`config.mk`:
```
export PLATFORM = sky130hd
export DESIGN_NAME = act_guard
export DESIGN_NICKNAME = d
export VERILOG_FILES = /design/src/rtl/act_guard.sv
export SDC_FILE = /design/constraint.sdc
export NUM_CORES = 1
export LEC_CHECK = 0
export BUFFER_PORTS_ARGS = -buffer_cell sky130_fd_sc_hd__buf_4
export CAP_MARGIN = 20
export CORE_MARGIN = 3
export CORE_UTILIZATION = 55
export CTS_CLUSTER_DIAMETER = 120
export DETAILED_ROUTE_END_ITERATION = 16
export PLACE_DENSITY = 0.8
export SKIP_CTS_REPAIR_TIMING = 1
export SYNTH_ARGS = -nofsm -noshare
export SYNTH_HDL_FRONTEND = slang
export SYNTH_SLANG_ARGS = --single-unit
```
`constraint.sdc`:
```
create_clock -name clk -period 9.6 [get_ports clk]
set_input_delay 0.96 -clock clk [delete_from_list [all_inputs] [get_ports clk]]
set_output_delay 0.96 -clock clk [all_outputs]
set_load 0.005 [all_outputs]
```
`src/rtl/act_guard.sv`:
```
module act_guard #(
  parameter int NB    = 4,
  parameter int ROW_W = 13,
  parameter int T_RCD = 3,
  parameter int T_RC  = 10,
  parameter int T_RRD = 2,
  localparam int BANK_W = (NB > 1) ? $clog2(NB) : 1
) (
  input  logic              clk,
  input  logic              rst_n,
  input  logic              req_valid,
  input  logic [1:0]        req_cmd,
  input  logic [BANK_W-1:0] req_bank,
  input  logic [ROW_W-1:0]  req_row,
  output logic              grant,
  output logic              viol,
  output logic [2:0]        viol_code,
  output logic [NB-1:0]     bank_open
);
  localparam int TMAX = (T_RC > T_RCD) ? ((T_RC > T_RRD) ? T_RC : T_RRD)
                                       : ((T_RCD > T_RRD) ? T_RCD : T_RRD);
  localparam int CW = $clog2(TMAX + 1);

  localparam logic [1:0] C_ACT = 2'd0, C_RD = 2'd1, C_WR = 2'd2, C_PRE = 2'd3;

  logic [NB-1:0]    open_q;
  logic [ROW_W-1:0] row_q [NB];
  logic [CW-1:0]    rcd_q [NB];
  logic [CW-1:0]    rc_q  [NB];
  logic [CW-1:0]    rrd_q;
  logic [2:0]       code;

  wire sel_open = open_q[req_bank];
  wire row_hit  = row_q[req_bank] == req_row;

  always_comb begin
    code = 3'd0;
    case (req_cmd)
      C_ACT: begin
        if (sel_open)                 code = 3'd3;
        else if (rc_q[req_bank] != 0) code = 3'd4;
        else if (rrd_q != 0)          code = 3'd5;
      end
      C_RD, C_WR: begin
        if (!sel_open)                 code = 3'd1;
        else if (!row_hit)             code = 3'd2;
        else if (rcd_q[req_bank] != 0) code = 3'd6;
      end
      default: code = 3'd0;
    endcase
  end

  assign grant     = req_valid && code == 3'd0;
  assign viol      = req_valid && code != 3'd0;
  assign viol_code = req_valid ? code : 3'd0;
  assign bank_open = open_q;

  wire act_ok = grant && req_cmd == C_ACT;
  wire pre_ok = grant && req_cmd == C_PRE;

  always_ff @(posedge clk) begin
    if (!rst_n) begin
      open_q <= '0;
      rrd_q  <= '0;
      for (int b = 0; b < NB; b++) begin
        row_q[b] <= '0;
        rcd_q[b] <= '0;
        rc_q[b]  <= '0;
      end
    end else begin
      rrd_q <= act_ok ? CW'(T_RRD - 1) : (rrd_q != 0 ? rrd_q - 1'b1 : rrd_q);
      for (int b = 0; b < NB; b++) begin
        if (act_ok && req_bank == BANK_W'(b)) begin
          open_q[b] <= 1'b1;
          row_q[b]  <= req_row;
          rcd_q[b]  <= CW'(T_RCD - 1);
          rc_q[b]   <= CW'(T_RC - 1);
        end else begin
          if (pre_ok && req_bank == BANK_W'(b)) open_q[b] <= 1'b0;
          if (rcd_q[b] != 0) rcd_q[b] <= rcd_q[b] - 1'b1;
          if (rc_q[b] != 0)  rc_q[b]  <= rc_q[b] - 1'b1;
        end
      end
    end
  end
endmodule

```
==> impl_metrics.toml <==
[clock_tree]
clk_pin_slew_ns = 0.10
cts_root_buf = "clkbuf_8"
clkSinkCount = 92
cts_inserted_buffers = 9
cts_buffer_depth = 2
worstSkewPairLatency_ns = 0.36
htree_num_levels = 3
cts_tree = "done"

[die]
std_cell_rows = 33
dieArea_sq_mm = 0.01017
start_util_pct = 58.48
core_area_sq_mm = 0.008464
num_io_pins = 29
die_h_microns = 100.9
fp.dieW_microns = 100.9

[sta]
hold_viol = 0
slew_viol_final = 0
tightestPinTransition_ns = 1.021
slew_headroom_pct = 31.89
tns_ns = 0
fmax_mhz = 243.7
rsz0062_at_grt = "false"
fin_worst_skew_ns = 0.009478
setup_violations = 0
finalCritPeriodShare_pct = 42.75
finalWorstPathRequiredPeriod_ns = 4.104

[synthesis]
ys_warn_count = 0
synth.distinct_cells = 57
synth-seq-area-share_pct = 54.20
synth_edf_count = 84
postSynthAreaPerCell_sq_um = 12.53
synthTopCellsByArea = "edfxtp_1 51%, and2_1 7.8%, mux4_1 3.7%"
syn-instance-count = 395
synth_area_sq_mm = 0.004950
synth_top_area_share_pct = 50.96
post-synth-top-area-cell = "edfxtp_1"
ys_ff_latch = 92
ys.flop_type = "edfxtp_1"
mappedNetlistNets = 428
postSynth.asyncResetShare_pct = 0

[global_routing]
antenna_found_initial = 0
grt_pass1_vias = 3192
grt_max_degree = 25
grt_first_pass_wirelength_mm = 15.70
grt-ovfl-total = 0
grt_use_total_pct = 20.38

[setup_path]
crit_fanout = 23
startpoint = "req_bank[0]"
r2r_cells = 8
slowest_stage = "mux4_1"
timing.rr.end = "rcd_q[1][3]$_SDFFCE_PN0P_"
reg2reg_slack_ns = 5.88
cp_common_cell = "buf_4"
cp.arrival_ns = 3.14
cp-start-kind = "primary input"
slowest_delay_ns = 0.63
cp.required_ns = 8.64
crit_chain = "buf_4 > mux4_1 > xnor2_1 > nand4_1 > nor4_2 > nand3_1 > a31oi_1 > and2_1 > buf_4"
crit_type = "in2out"
r2r_start = "rcd_q[2][0]$_SDFFCE_PN0P_"
end_kind = "output port"

[placed_design]
gp_congestion = 0.9542
place_hpwl_mm = 6.788
portBuffers = 28
placedCellCount = 517

[final_layout]
n_fill_cell = 603
drive_gt1_share_pct = 17.06
fin_cells = 533
nets = 456
area_growth_pct = 9.353
multi_input_area_sq_mm = 0.002081
n_antenna_cell = 0
regArea_sq_mm = 0.002683

[route]
wire_per_inst_microns = 18.16
num_vias = 3185
ant_nets = 0
first_iter_violations = 252
drc_errors = 0
drt-total-wl_mm = 9.678
first_pass_iters = 4
via_per_inst = 5.976

[run_status]
status = "complete, no violations"

[job]
cap_viol_max_count = 0

[worst_hold_path]
min_path_cells = 2
hold_path.class = "reg2reg"
hold_start = "rrd_q[1]$_SDFFE_PP0P_"
min_to = "rrd_q[1]$_SDFFE_PP0P_"

[power]
p_leak_nw = 2.088
ir_worst_vdd_uv = 135.6
power_density_mw_per_mm2 = 232.5
[logic make-up (layout without fill, tap and decap cells)]
| kind of cell | after synthesis | after routing | synth area share, % |
|---|---|---|---|
| buffers and inverters | 35 | 68 | 3.766 |
| muxes | 23 | 23 | 8.393 |
| adders and majority gates | 13 | 13 | 3.286 |
| xor gates and xnor gates | 17 | 17 | 3.008 |
| DFF | 92 | 92 | 54.20 |
| AOI/OAI and AO/OA | 50 | 50 | 7.710 |
| and+or+nand+nor | 165 | 165 | 19.64 |
[cell usage in the layout (no fill, tap or decap), types with 3 or more instances in the layout]
cell type,instances
edfxtp_1,84
and2_1,62
buf_4,29
inv_1,22
nor3_1,21
nor2_1,17
nand2_1,16
a21oi_1,13
ha_1,13
or3_1,11
xor2_1,9
nor3b_1,9
clkbuf_8,9
xnor2_1,8
dfxtp_1,8
mux4_1,7
nand2b_1,7
mux2_2,7
o31ai_1,6
mux4_2,5
mux2i_1,4
nand3_1,4
a211o_1,4
or2_2,3
o21ai_0,3
o21ai_2,3
o211ai_1,3
[worst max-delay path, delay by kind of cell]
kind                      cells  cell delay, ns
xor gates and xnor gates      1            0.19
muxes                         1            0.63
AOI/OAI and AO/OA             1            0.28
buffers and inverters         2            0.38
and+or+nand+nor               4            0.68
[metrics by stage]
stage                     worst slack (ns)  hold WS, ns  utilization (%)  total power [W]  area [sq um]
after floorplan                      5.859       0.4797                -        0.0008788          4950
after global placement               5.433       0.4908            61.42        0.0009535          5199
after detailed placement             5.304       0.5050            61.42        0.0009799          5199
after CTS                            5.469       0.5176            63.95         0.001258          5413
after global routing                 5.349       0.5651            63.95         0.001335          5413
final                                5.496       0.5183            63.95         0.001259          5413
[routing by layer]
metal	routed length, microns	global-route usage [%]
met1	4330	27.71
met2	4804	32.86
met3	407	3.529
met4	136	7.772
met5	0	0
[power breakdown]
part | internal, W | switching [W]
sequential | 0.000545 | 0.0000591
combinational | 0.000164 | 0.000206
clock | 0.000146 | 0.000140
[cells in the mapped netlist (all sizes together), types with 9 or more instances]
| master | instances |
|---|---|
| edfxtp | 84 |
| and2 | 63 |
| nor3 | 24 |
| inv | 22 |
| nor2 | 18 |
| nand2 | 16 |
| a21oi | 13 |
| ha | 13 |
| mux4 | 12 |
| or3 | 12 |
| nor3b | 9 |
| xor2 | 9 |
[final cells by class]
cell class | count | area share (%)
Sequential cell | 92 | 49.56
Multi-Input combinational cell | 268 | 38.44
Timing Repair Buffer | 29 | 4.022
Tap cell | 105 | 2.427
Clock buffer | 9 | 2.288
Clock inverter | 7 | 1.664
Inverter | 23 | 1.595
[how the worst max path moves through the flow]
stage                                 to  depth (start not counted)
2_1_floorplan  rcd_q[1][0]$_SDFFCE_PN0P_                          7
3_3_place_gp   rcd_q[1][0]$_SDFFCE_PN0P_                          9
3_5_place_dp   rcd_q[1][2]$_SDFFCE_PN0P_                          9
4_1_cts                            grant                          9
5_1_grt                            grant                          9
6_report                           grant                          9
[state kept, by name, indices dropped and copies added (netlist names)]
name       cells
bank_open      4
rc_q          16
rrd_q          4
row_q         52
rcd_q         16
No activity file was read; power rests on OpenSTA's default activity.
